`src/rtl/srp_pkg.sv`:
```
package srp_pkg;
  localparam int ADDR_W    = 16;
  localparam int DATA_W    = 8;
  localparam int REG_BITS  = 5;
  localparam int REG_COUNT = 4;
  localparam int SEL_W     = $clog2(REG_COUNT);
  localparam int CNT_W     = $clog2(REG_BITS);
  localparam int ABORT_BIT = DATA_W - 1;
  localparam int SEL_LSB   = ADDR_W - 1 - SEL_W;
  localparam logic [REG_BITS-1:0] REG0_INIT = 5'h0C;
  localparam logic [REG_BITS-1:0] ABORT_SET = 5'h0C;

  typedef logic [REG_BITS-1:0] regWord_t;

  typedef struct packed {
    logic             shift;
    logic             commit;
    logic             abort;
    logic             bitVal;
    logic [CNT_W-1:0] bitPos;
    logic [SEL_W-1:0] sel;
  } srpStrobe_t;
endpackage

```
`src/rtl/srp_ctrl.sv`:
```
module srp_ctrl
  import srp_pkg::*;
#(
  parameter int GUARD_CYCLES = 3
) (
  input  logic              clk,
  input  logic              rstN,
  input  logic              wrEn,
  input  logic [ADDR_W-1:0] addr,
  input  logic [DATA_W-1:0] data,
  output srpStrobe_t        strobe
);
  localparam int GW = $clog2(GUARD_CYCLES + 1);
  localparam logic [GW-1:0] GUARD_LOAD = GW'(GUARD_CYCLES - 1);
  localparam logic [CNT_W-1:0] LAST_POS = CNT_W'(REG_BITS - 1);

  logic [GW-1:0]    guardCnt;
  logic [CNT_W-1:0] bitCount;
  logic             accept;
  logic             isAbort;
  logic             lastBit;

  assign accept  = wrEn && addr[ADDR_W-1] && (guardCnt == '0);
  assign isAbort = data[ABORT_BIT];
  assign lastBit = (bitCount == LAST_POS);

  always_comb begin
    strobe.abort  = accept && isAbort;
    strobe.shift  = accept && !isAbort && !lastBit;
    strobe.commit = accept && !isAbort && lastBit;
    strobe.bitVal = data[0];
    strobe.bitPos = bitCount;
    strobe.sel    = addr[SEL_LSB +: SEL_W];
  end

  always_ff @(posedge clk or negedge rstN) begin
    if (!rstN) begin
      guardCnt <= '0;
    end else if (accept) begin
      guardCnt <= GUARD_LOAD;
    end else if (guardCnt != '0) begin
      guardCnt <= guardCnt - 1'b1;
    end
  end

  always_ff @(posedge clk or negedge rstN) begin
    if (!rstN) begin
      bitCount <= '0;
    end else if (accept) begin
      if (isAbort || lastBit) bitCount <= '0;
      else                    bitCount <= bitCount + 1'b1;
    end
  end


  guard_spacing_chk: assert property (@(posedge clk) disable iff (!rstN)
    accept |=> !accept ##1 !accept);


  abort_guard_chk: assert property (@(posedge clk) disable iff (!rstN)
    (accept && isAbort) |=> !accept);


  bit_count_range_chk: assert property (@(posedge clk) disable iff (!rstN)
    bitCount <= LAST_POS);


  low_addr_ignored_chk: assert property (@(posedge clk) disable iff (!rstN)
    (wrEn && !addr[ADDR_W-1]) |=> $stable(bitCount));
endmodule

```
`src/rtl/srp_datapath.sv`:
```
module srp_datapath
  import srp_pkg::*;
(
  input  logic                               clk,
  input  logic                               rstN,
  input  srpStrobe_t                         strobe,
  output logic [REG_COUNT-1:0][REG_BITS-1:0] regFile,
  output logic [REG_COUNT-1:0]               updPulse
);
  regWord_t shiftBuf;
  regWord_t nextWord;

  always_comb begin
    nextWord = shiftBuf;
    nextWord[strobe.bitPos] = strobe.bitVal;
  end

  always_ff @(posedge clk or negedge rstN) begin
    if (!rstN) begin
      shiftBuf <= '0;
    end else if (strobe.abort || strobe.commit) begin
      shiftBuf <= '0;
    end else if (strobe.shift) begin
      shiftBuf <= nextWord;
    end
  end

  for (genvar i = 0; i < REG_COUNT; i++) begin : g_reg
    logic hit;
    assign hit = strobe.commit && (strobe.sel == SEL_W'(i));
    if (i == 0) begin : g_first
      always_ff @(posedge clk or negedge rstN) begin
        if (!rstN) begin
          regFile[i]  <= REG0_INIT;
          updPulse[i] <= 1'b0;
        end else begin
          updPulse[i] <= hit || strobe.abort;
          if (strobe.abort)  regFile[i] <= regFile[i] | ABORT_SET;
          else if (hit)      regFile[i] <= nextWord;
        end
      end
    end else begin : g_other
      always_ff @(posedge clk or negedge rstN) begin
        if (!rstN) begin
          regFile[i]  <= '0;
          updPulse[i] <= 1'b0;
        end else begin
          updPulse[i] <= hit;
          if (hit) regFile[i] <= nextWord;
        end
      end
    end
  end


  commit_load_chk: assert property (@(posedge clk) disable iff (!rstN)
    strobe.commit |=> regFile[$past(strobe.sel)] == $past(nextWord));


  abort_reg0_chk: assert property (@(posedge clk) disable iff (!rstN)
    strobe.abort |=> ((regFile[0] & ABORT_SET) == ABORT_SET) && updPulse[0]);


  pulse_onehot_chk: assert property (@(posedge clk) disable iff (!rstN)
    $onehot0(updPulse));


  hold_when_idle_chk: assert property (@(posedge clk) disable iff (!rstN)
    !(strobe.commit || strobe.abort) |=> $stable(regFile) && (updPulse == '0));
endmodule

```
`src/rtl/serialRegPort.sv`:
```
module serialRegPort
  import srp_pkg::*;
#(
  parameter int GUARD_CYCLES = 3
) (
  input  logic        clk,
  input  logic        rstN,
  input  logic        wrEn,
  input  logic [15:0] addr,
  input  logic [7:0]  data,
  output logic [4:0]  reg0Val,
  output logic [4:0]  reg1Val,
  output logic [4:0]  reg2Val,
  output logic [4:0]  reg3Val,
  output logic [3:0]  updPulse
);
  srpStrobe_t                         strobe;
  logic [REG_COUNT-1:0][REG_BITS-1:0] regFile;

  srp_ctrl #(.GUARD_CYCLES(GUARD_CYCLES)) i_ctrl (
    .clk    (clk),
    .rstN   (rstN),
    .wrEn   (wrEn),
    .addr   (addr),
    .data   (data),
    .strobe (strobe)
  );

  srp_datapath i_datapath (
    .clk      (clk),
    .rstN     (rstN),
    .strobe   (strobe),
    .regFile  (regFile),
    .updPulse (updPulse)
  );

  assign reg0Val = regFile[0];
  assign reg1Val = regFile[1];
  assign reg2Val = regFile[2];
  assign reg3Val = regFile[3];
endmodule

```
`config.mk`:
```
export PLATFORM = sky130hd
export DESIGN_NAME = serialRegPort
export DESIGN_NICKNAME = d
export VERILOG_FILES = /design/src/rtl/srp_pkg.sv /design/src/rtl/srp_ctrl.sv /design/src/rtl/srp_datapath.sv /design/src/rtl/serialRegPort.sv
export SDC_FILE = /design/constraint.sdc
export NUM_CORES = 1
export LEC_CHECK = 0
export ABC_CLOCK_PERIOD_IN_PS = 3750
export BUFFER_PORTS_ARGS = -buffer_cell sky130_fd_sc_hd__buf_2
export CELL_PAD_IN_SITES_DETAIL_PLACEMENT = 1
export CELL_PAD_IN_SITES_GLOBAL_PLACEMENT = 2
export CORE_UTILIZATION = 34
export CTS_CLUSTER_SIZE = 12
export DETAILED_ROUTE_END_ITERATION = 10
export PLACE_DENSITY = 0.9
export SETUP_SLACK_MARGIN = 0.3
export SLEW_MARGIN = 20
export SYNTH_ARGS = -nofsm -noshare
export SYNTH_HDL_FRONTEND = slang
export SYNTH_SLANG_ARGS = --single-unit
```
`constraint.sdc`:
```
create_clock -name clk -period 3.75 [get_ports clk]
set_clock_uncertainty 0.15 [all_clocks]
set_input_delay 0.75 -clock clk [delete_from_list [all_inputs] [get_ports clk]]
set_output_delay 0.75 -clock clk [all_outputs]
set_load 0.01 [all_outputs]
```
## Word level (Yosys, flattened, before mapping)

Cells that the tools add are included.
Widths: inputs -> output; s select.

| word-level totals | value |
|---|---|
| register bits after elaboration | 34 |
| bits of input ports | 27 |

| cells by class | value |
|---|---|
| magnitude comparators | 2 |
| reductions and logical operators | 23 |
| $add $sub $neg | 2 |
| muxes and demuxes | 10 |
| equality and inequality tests | 4 |
| bitwise logic cells | 1 |

Operator list:

| operator | count |
|---|---|
| $logic_and 1x1->1 | 11 |
| $mux 5 | 2 |
| $mux 4 | 2 |
| $reduce_bool 2->1 | 4 |
| $bwmux 5 | 1 |
| $eq 2x2->1 const B | 2 |
| $logic_not 2->1 | 2 |
| $lt 3x4->1 const B | 1 |
| $mux 2 | 2 |
| $add 3x1->3 const B | 1 |
| $demux 1 s3 | 1 |
| $eq 3x3->1 const B | 1 |
| $ge 3x1->1 const B | 1 |
| $logic_or 1x1->1 | 3 |
| $mux 3 | 1 |
| $eq 2x1->1 const B | 1 |
| $logic_not 1->1 | 2 |
| $reduce_and 2->1 | 1 |
| $sub 2x1->2 const B | 1 |
| $mux 1 | 1 |
| $not 1->1 | 1 |

## Longest topological paths before layout

Gate-level depths: netlist (run 1).

| logic depth | value |
|---|---|
| depth in word-level cells | 7 |
| gate-level depth with buffers | 7 |
| mapped depth without buffers | 5 |

## Modules after synthesis

Synthesis (run 1) repeated with hierarchy kept, for this count alone.

| unflattened totals | value |
|---|---|
| cell total of the unflattened synthesis | 137 |
| area total of the unflattened synthesis | 1566.5 µm² |

Modules (own cells, without submodules):

| module | sequential area each (µm²) | times used | cells an instance | area an instance (µm²) |
|---|---|---|---|---|
| srp_datapath | 728.2 | 1 | 106 | 1247.4 |
| srp_ctrl | 125.1 | 1 | 31 | 319.1 |

## Worst setup path before layout (run 1)

No wires, ideal clock.

| path | value |
|---|---|
| path kind | input port to flip-flop |
| start point | input port data[7] |
| end point | register i_datapath.regFile[10] (netlist name) |
| stages | 5 |
| setup slack | 1725 ps |
| data required time | 3475 ps |
| setup time | 125 ps |
| path buffers | 2 |
| data arrival time | 1751 ps |
| cell sequence | and4b_1 > buf_6 > and4_4 > buf_6 > mux2_2 |

| on the way | value |
|---|---|
| word-level cells in the longest chain between the ends | 4 |

Ends and longest elaborated chain:

| what | line | RTL |
|---|---|---|
| from (decl) | serialRegPort.sv:10 | `input logic [7:0] data,` |
| $logic_not 1->1 | srp_ctrl.sv:30 | `strobe.commit = accept && !isAbort && lastBit;` |
| $logic_and 1x1->1 (2 in a row) | srp_ctrl.sv:30 |  |
| $logic_and 1x1->1 | srp_datapath.sv:30 | `assign hit = strobe.commit && (strobe.sel == SEL_W'(i));` |
| via i_datapath.g_reg[2].hit | srp_datapath.sv:29 | `logic hit;` |
| to (signal, indexed assignment) | srp_datapath.sv:49 | `if (hit) regFile[i] <= nextWord;` |
| to (decl) | srp_datapath.sv:7 | `output logic [REG_COUNT-1:0][REG_BITS-1:0] regFile,` |

The timed path passes the listed nets, and every way through them passes these cells.
A chain may end at the register's enable or synchronous reset.

## Final worst setup path (run 1)

| path | value |
|---|---|
| start point | register i_ctrl.guardCnt[0] |
| end point | register i_datapath.regFile[10] (netlist name) |

| on the way | value |
|---|---|
| word-level cells in the longest chain between the ends | 5 |

Ends and longest elaborated chain:

| what | line | RTL |
|---|---|---|
| from (decl) | srp_ctrl.sv:17 | `logic [GW-1:0] guardCnt;` |
| from (signal assigned) | srp_ctrl.sv:42 | `guardCnt <= guardCnt - 1'b1;` |
| $logic_not 2->1 | srp_ctrl.sv:23 | `assign accept = wrEn && addr[ADDR_W-1] && (guardCnt == '0);` |
| $logic_and 1x1->1 | srp_ctrl.sv:23 |  |
| $logic_and 1x1->1 (2 in a row) | srp_ctrl.sv:30 |  |
| $logic_and 1x1->1 | srp_datapath.sv:30 |  |

No other way between the ends.

==> results.py, run 1 <==
metrics = {
    "global_routing": {
        "grt_pass1_wl_um": 5658,
        "antenna_found_initial": 0,
        "grt_pass1_vias": 1171,
        "overflow": 0,
        "grt_max_degree": 35,
        "track_usage_pct": 15.34,
    },
    "detailed_routing": {
        "wl_um": 3278,
        "postRouteAntennaNets": 0,
        "drt-initial-drc-count": 27,
        "dr.pass1.iters": 4,
        "vias_per_cell": 4.971,
        "wire_per_inst_um": 15.76,
        "drc_errors": 0,
        "vias": 1034,
    },
    "worst_hold_path": {
        "holdPathEnd": "i_datapath.shiftBuf[2]",
        "min_path_type": "flip-flop to flip-flop",
        "min_path_cells": 2,
        "hold_path_startpoint": "i_datapath.shiftBuf[2]",
    },
    "clocking": {
        "cts_max_level": 2,
        "numCtsBuffers": 5,
        "cts.repair.resized": 0,
        "path_clk_slew_ns": 0.07,
        "postCtsSetupRepairBufs": 0,
        "cts.sinks": 34,
        "cts_tree": "done",
        "cts_root_buf": "clkbuf_8",
        "clk_latency_ns": 0.28,
        "ctsLongestPathBuffers": 2,
        "cts_hold_buf": 0,
    },
    "pwr": {
        "p_int_mw": 0.6975,
        "sequentialPowerShare_pct": 47.0,
        "p_switching_mw": 0.3395,
        "power_density_nw_per_um2": 573.6,
        "leakage_nw": 0.9608,
        "p_sw_share_pct": 32.74,
        "power.clock.fraction_pct": 26.3,
        "ir_drop_mv": 0.2159,
        "combPwrFrac_pct": 26.8,
    },
    "sta": {
        "maxSlewHeadroom_pct": 50.63,
        "period_share_pct": 59.55,
        "max_freq_mhz": 447.8,
        "fin_crit_ns": 2.233,
        "tns_ns": 0,
        "finalSetupViolations": 0,
        "rsz0062_at_grt": "false",
        "hold_viol_final": 0,
        "tightestPinTransition_ns": 0.7405,
        "drv_slew": 0,
    },
    "critical_path": {
        "path_class": "flip-flop to flip-flop",
        "cp_data_arrival_time_ns": 2.25,
        "reg2reg_from": "i_ctrl.guardCnt[0]",
        "path_cells": "inv_1 -> ha_1 -> and4b_1 -> and4_4 -> mux2_2",
        "worstSetupStartpointType": "flip-flop",
        "endpoint_kind": "flip-flop",
        "rrSetupSlack_ns": 1.52,
        "reg2reg_to": "i_datapath.regFile[10]",
        "crit_path_top_delay_cell": "and4b_1",
        "worst-path-buf-inv": 1,
        "cp.required_ns": 3.76,
        "crit_fanout": 10,
        "r2r_cells": 5,
        "max_stage_delay_ns": 0.49,
        "cpLargestDelayFamily": "simple AND/OR/NAND/NOR gates",
    },
    "placement": {
        "dp.cells": 200,
        "portBuffers": 31,
        "dp.final_hpwl_um": 2419,
        "place_congestion": 0.7630,
    },
    "yosys": {
        "syn_area_per_cell_um2": 12.77,
        "syn-num-nets": 150,
        "synth-async-reset-ratio_pct": 100.0,
        "synth.top_cell.area_share_pct": 52.24,
        "synth_warnings": 0,
        "synth-edff-count": 0,
        "synth_ff_type": "dfrtp_1",
        "synth.cell_area_um2": 1533,
        "synth_common_cells": "32 x dfrtp_1, 15 x mux2_2, 10 x inv_1",
        "synth_largest_area_cell": "dfrtp_1",
        "synthMostInstantiatedCell": "dfrtp_1",
        "synth.ff_latch_count": 34,
        "seq_area_frac_synth_pct": 55.67,
        "synthTopCellsByArea": "dfrtp_1 52%, mux2_2 11%, mux2i_1 5.2%",
        "synth_cell_types": 29,
        "syn-instance-count": 120,
    },
    "floorplan": {
        "die-area_um2": 4780,
        "start_util_pct": 35.20,
        "rows": 24,
        "dieWidth_um": 69.14,
        "die_y_um": 69.14,
        "core_area_um2": 4354,
        "num_io_pins": 51,
    },
    "flow_run": {
        "maxCapViolations": 0,
    },
    "cells_and_area": {
        "diodes": 0,
        "area_growth_pct": 17.96,
        "fin_nets": 185,
        "layout.cells.non_filler": 208,
        "drive_gt1_share_pct": 39.74,
    },
    "run_status": {
        "status": "completed",
    },
}
-- cells in the final DEF (no fill, tap or decap), types with 2 or more instances in the layout --
master     n
buf_2     31
o21ai_0    9
dfrtp_1   32
clkbuf_8   6
ha_1       3
inv_1     10
mux2_2    15
nand3_1    4
mux2i_1    8
a32o_1     3
dfstp_2    2
nor2_1     4
nand2_1    9
nor3b_1    3
-- cell type report --
type,instances,area (um^2)
inverters,10,37.54
fillers,475,2546
clock inverters,1,5.005
multi-input cells,73,605.6
repair buffers,31,155.1
flip-flops and latches,34,853.3
well taps,52,65.06
clock buffers,7,86.33
-- state kept, by name, summed over array words and instances (netlist names) --
signal               flops
i_ctrl.guardCnt          2
i_ctrl.bitCount          3
i_datapath.regFile      20
i_datapath.shiftBuf      5
i_datapath.updPulse      4
-- power groups by stage --
stage                     clock network, mW  logic, mW  registers, mW
after floorplan                           0      0.192          0.487
after global placement                    0      0.267          0.488
after detailed placement                  0      0.284          0.494
after CTS                             0.282      0.285          0.487
after global routing                  0.296      0.316          0.497
final                                 0.273      0.277          0.487
-- kinds of logic (layout without fill, tap and decap cells) --
kind of cell	count (synthesis)	after routing	synth area share [%]
and+or+nand+nor	31	31	13.88
AOI/OAI and AO/OA	16	16	6.939
DFF	34	34	55.67
adders and majority gates	3	3	2.449
buffers and inverters	13	49	4.816
muxes	23	23	16.24
-- worst reg2reg max path: stages, from the launching register on --
cell and delay (ns):
dfrtp_1 0.39, inv_1 0.06, ha_1 0.31, and4b_1 0.49
and4_4 0.36, mux2_2 0.35
-- metrics by stage --
stage	utilization [%]	instance area [um^2]	total power [mW]	hold WS, ns	setup WS [ns]
after floorplan	-	1533	0.6798	0.2971	1.725
after global placement	39.43	1717	0.7555	0.3158	1.420
after detailed placement	39.43	1717	0.7782	0.3254	1.381
after CTS	41.52	1808	1.055	0.3408	1.495
after global routing	41.52	1808	1.109	0.3770	1.431
final	41.52	1808	1.037	0.3371	1.517
-- worst max-delay path by stage --
stage,endpoint,depth (start not counted),start
floorplan,i_datapath.regFile[10],5,data[7]
global placement,i_datapath.regFile[11],4,data[7]
detailed placement,i_datapath.regFile[10],4,data[7]
CTS,i_datapath.regFile[10],5,i_ctrl.guardCnt[0]
global route,i_datapath.regFile[10],5,i_ctrl.guardCnt[1]
finish,i_datapath.regFile[10],5,i_ctrl.guardCnt[0]
-- metal layers --
metal / share of wire [%] / vias up / global-route usage, %
met2: 54 / 18 / 26.97
met5: 0 / - / 0
met1: 41 / 518 / 17.59
met4: 0.88 / 0 / 5.669
met3: 3.8 / 4 / 4.386
li1: - / 494 / -
No activity file was read; power rests on OpenSTA's default activity.
==> run 2, diff against run 1 <==
--- a/config.mk
+++ b/config.mk
@@ -5,14 +5,15 @@
 export SDC_FILE = /design/constraint.sdc
 export NUM_CORES = 1
 export LEC_CHECK = 0
-export ABC_CLOCK_PERIOD_IN_PS = 3750
+export ABC_AREA = 1
+export ABC_CLOCK_PERIOD_IN_PS = 2200
 export BUFFER_PORTS_ARGS = -buffer_cell sky130_fd_sc_hd__buf_2
 export CELL_PAD_IN_SITES_DETAIL_PLACEMENT = 1
 export CELL_PAD_IN_SITES_GLOBAL_PLACEMENT = 2
-export CORE_UTILIZATION = 34
+export CORE_UTILIZATION = 28
 export CTS_CLUSTER_SIZE = 12
 export DETAILED_ROUTE_END_ITERATION = 10
-export PLACE_DENSITY = 0.9
+export PLACE_DENSITY = 0.84
 export SETUP_SLACK_MARGIN = 0.3
 export SLEW_MARGIN = 20
 export SYNTH_ARGS = -nofsm -noshare
==> constraint.sdc (replaced) <==
create_clock -name clk -period 2.2 [get_ports clk]
set_clock_uncertainty 0.15 [all_clocks]
set_input_delay 0.44 -clock clk [delete_from_list [all_inputs] [get_ports clk]]
set_output_delay 0.44 -clock clk [all_outputs]
set_load 0.01 [all_outputs]
==> run 2 against run 1 <==
Register-to-register slack got worse by 1.1 ns. Sequential cell count unchanged. Hold slack got worse by 0.26 ns. Largest cell class unchanged. Largest power group unchanged. Highest routed layer unchanged. Via count increased by 17%. Critical path depth increased by 4. Sequential share of layout area decreased by 1.6 points. First-iteration DRC count increased by 100%.
==> results.py, run 2 <==
metrics = {
    "critical_path": {
        "reg2reg_from": "i_ctrl.bitCount[1]",
        "crit_fanout": 6,
        "reg2reg_to": "i_datapath.regFile[9]",
        "cp.required_ns": 2.23,
        "worstSetupStartpointType": "flip-flop",
        "rrSetupSlack_ns": 0.45,
        "endpoint_kind": "flip-flop",
        "path_class": "flip-flop to flip-flop",
        "cp_data_arrival_time_ns": 1.78,
        "r2r_cells": 9,
    },
    "pwr": {
        "p_switching_mw": 0.6088,
        "ir_drop_mv": 0.3853,
        "sequentialPowerShare_pct": 46.8,
        "total_power_mw": 1.700,
        "power.clock.fraction_pct": 26.0,
        "p_int_mw": 1.091,
        "p_sw_share_pct": 35.81,
        "combPwrFrac_pct": 27.1,
        "power_density_nw_per_um2": 908.9,
        "leakage_nw": 1.107,
    },
    "floorplan": {
        "rows": 26,
        "start_util_pct": 29.76,
        "num_io_pins": 51,
        "dieWidth_um": 76.38,
        "die-area_um2": 5834,
        "core_area_um2": 5205,
        "die_y_um": 76.38,
    },
    "clocking": {
        "postCtsSetupRepairBufs": 0,
        "cts.repair.resized": 0,
        "numCtsBuffers": 5,
        "ctsLongestPathBuffers": 2,
        "cts_root_buf": "clkbuf_8",
        "path_clk_slew_ns": 0.07,
        "cts_tree": "done",
        "cts_hold_buf": 0,
        "cts_max_level": 2,
        "clk_latency_ns": 0.29,
        "cts.sinks": 34,
    },
    "placement": {
        "dp.cells": 279,
        "place_congestion": 0.7189,
        "dp.final_hpwl_um": 2470,
        "portBuffers": 31,
        "place_ws_ns": 0.4580,
        "dpl-instance-area_um2": 1792,
    },
    "yosys": {
        "synth_simple_gate_area_share_pct": 33.93,
        "synthAdderAreaFrac_pct": 2.423,
        "synth_top_family_by_area": "simple AND/OR/NAND/NOR gates",
        "synthTopCellsByArea": "dfrtp_1 52%, nand2_1 21%, inv_1 4.1%",
        "synth_warnings": 0,
        "syn-instance-count": 178,
        "synth.ff_latch_count": 34,
        "synth-xor-area-share_pct": 0.5654,
        "synth_ff_type": "dfrtp_1",
        "syn-num-nets": 208,
        "synth-edff-count": 0,
        "synth_common_cells": "88 x nand2_1, 32 x dfrtp_1, 17 x inv_1",
        "synth_cell_types": 20,
        "synth.cell_area_um2": 1549,
        "synthMostInstantiatedCell": "nand2_1",
        "muxShareOfSynthArea_pct": 0,
        "seq_area_frac_synth_pct": 55.09,
        "synth_largest_area_cell": "dfrtp_1",
        "syn_area_per_cell_um2": 8.702,
        "synth_compound_gate_area_share_pct": 2.989,
        "synth.top_cell.area_share_pct": 51.70,
        "synth-async-reset-ratio_pct": 100.0,
    },
    "cells_and_area": {
        "drive_gt1_share_pct": 23.61,
        "multi_input_area_um2": 618.1,
        "largestRegisters": "i_datapath.regFile x20, i_datapath.shiftBuf x5, i_datapath.updPulse x4",
        "area_growth_pct": 20.76,
        "layout.cells.non_filler": 286,
        "top_register": "i_datapath.regFile",
        "diodes": 0,
        "largest_reg_flops": 20,
        "register_area_um2": 853.3,
        "layout_common_cells": "88 x nand2_1, 32 x dfrtp_1, 31 x buf_2, 17 x inv_1, 9 x nand3_1",
        "fin_nets": 246,
        "fin_area_um2": 1871,
        "final_util_pct": 35.94,
        "layout_commonest_cell": "nand2_1",
        "fillers": 652,
    },
    "sta": {
        "hold_viol_final": 0,
        "tightestPinTransition_ns": 0.7815,
        "drv_slew": 0,
        "max_freq_mhz": 570.9,
        "tns_ns": 0,
        "period_share_pct": 79.62,
        "finalSetupViolations": 0,
        "setup_ws_ns": 0.4483,
        "hold_ws_ns": 0.07725,
        "fin_crit_ns": 1.752,
        "maxSlewHeadroom_pct": 47.90,
        "rsz0062_at_grt": "false",
    },
    "worst_hold_path": {
        "min_path_type": "primary input to asynchronous set/reset pin",
    },
    "global_routing": {
        "track_usage_pct": 13.69,
        "antenna_found_initial": 0,
        "overflow": 0,
        "grt_max_degree": 35,
        "grt_pass1_wl_um": 6113,
        "grt_pass1_vias": 1261,
    },
    "detailed_routing": {
        "vias": 1210,
        "drc_errors": 0,
        "postRouteAntennaNets": 0,
        "vias_per_cell": 4.231,
        "dr.pass1.iters": 4,
        "drt-initial-drc-count": 54,
        "wl_um": 3514,
        "wire_per_inst_um": 12.29,
    },
    "run_status": {
        "status": "completed",
    },
    "flow_run": {
        "maxCapViolations": 0,
    },
}
run 2: per-layer routing:
layer	routed length [um]	GRT usage, %
met5	0	0
met4	44	5.192
met3	136	3.353
met2	1692	23.24
met1	1640	16.68
run 2: how the worst max path moves through the flow:
stage | slack, ns | start | endpoint | depth (start not counted)
floorplan | 0.63 | i_ctrl.bitCount[0] | i_datapath.regFile[10] | 9
global placement | 0.48 | i_ctrl.bitCount[1] | i_datapath.regFile[10] | 9
detailed placement | 0.46 | i_ctrl.bitCount[1] | i_datapath.regFile[14] | 9
CTS | 0.43 | i_ctrl.bitCount[1] | i_datapath.regFile[9] | 9
global route | 0.30 | i_ctrl.bitCount[1] | i_datapath.regFile[2] | 8
finish | 0.45 | i_ctrl.bitCount[1] | i_datapath.regFile[9] | 9
run 2: layout make-up:
cell class	count	share of cell area, %
Multi-Input combinational cell	124	33.04
Sequential cell	34	45.62
Timing Repair Buffer	31	8.294
Inverter	20	4.147
Tap cell	70	4.682
Clock buffer	5	3.679
Clock inverter	2	0.5351
run 2: cells by family after synthesis:
family	count (synthesis)
compound gates	9
xor+xnor	1
fa+ha+maj	3
buf+inv	20
flops	34
simple gates	111
run 2: worst max-delay path: stages, from the launching register on:
cell     delay (ns)
dfrtp_1        0.44
inv_1          0.16
ha_1           0.18
nand2_2        0.08
nor2_4         0.16
nand2_8        0.12
nor2_8         0.15
inv_2          0.08
nand2_1        0.07
nand2_1        0.05
run 2: power groups by stage:
stage               combinational [mW]  clock (mW)  sequential, mW
floorplan                        0.306           0           0.812
global placement                 0.457           0           0.808
detailed placement               0.472           0           0.807
CTS                              0.473       0.457           0.798
global route                     0.533       0.488           0.811
finish                           0.461       0.443           0.796
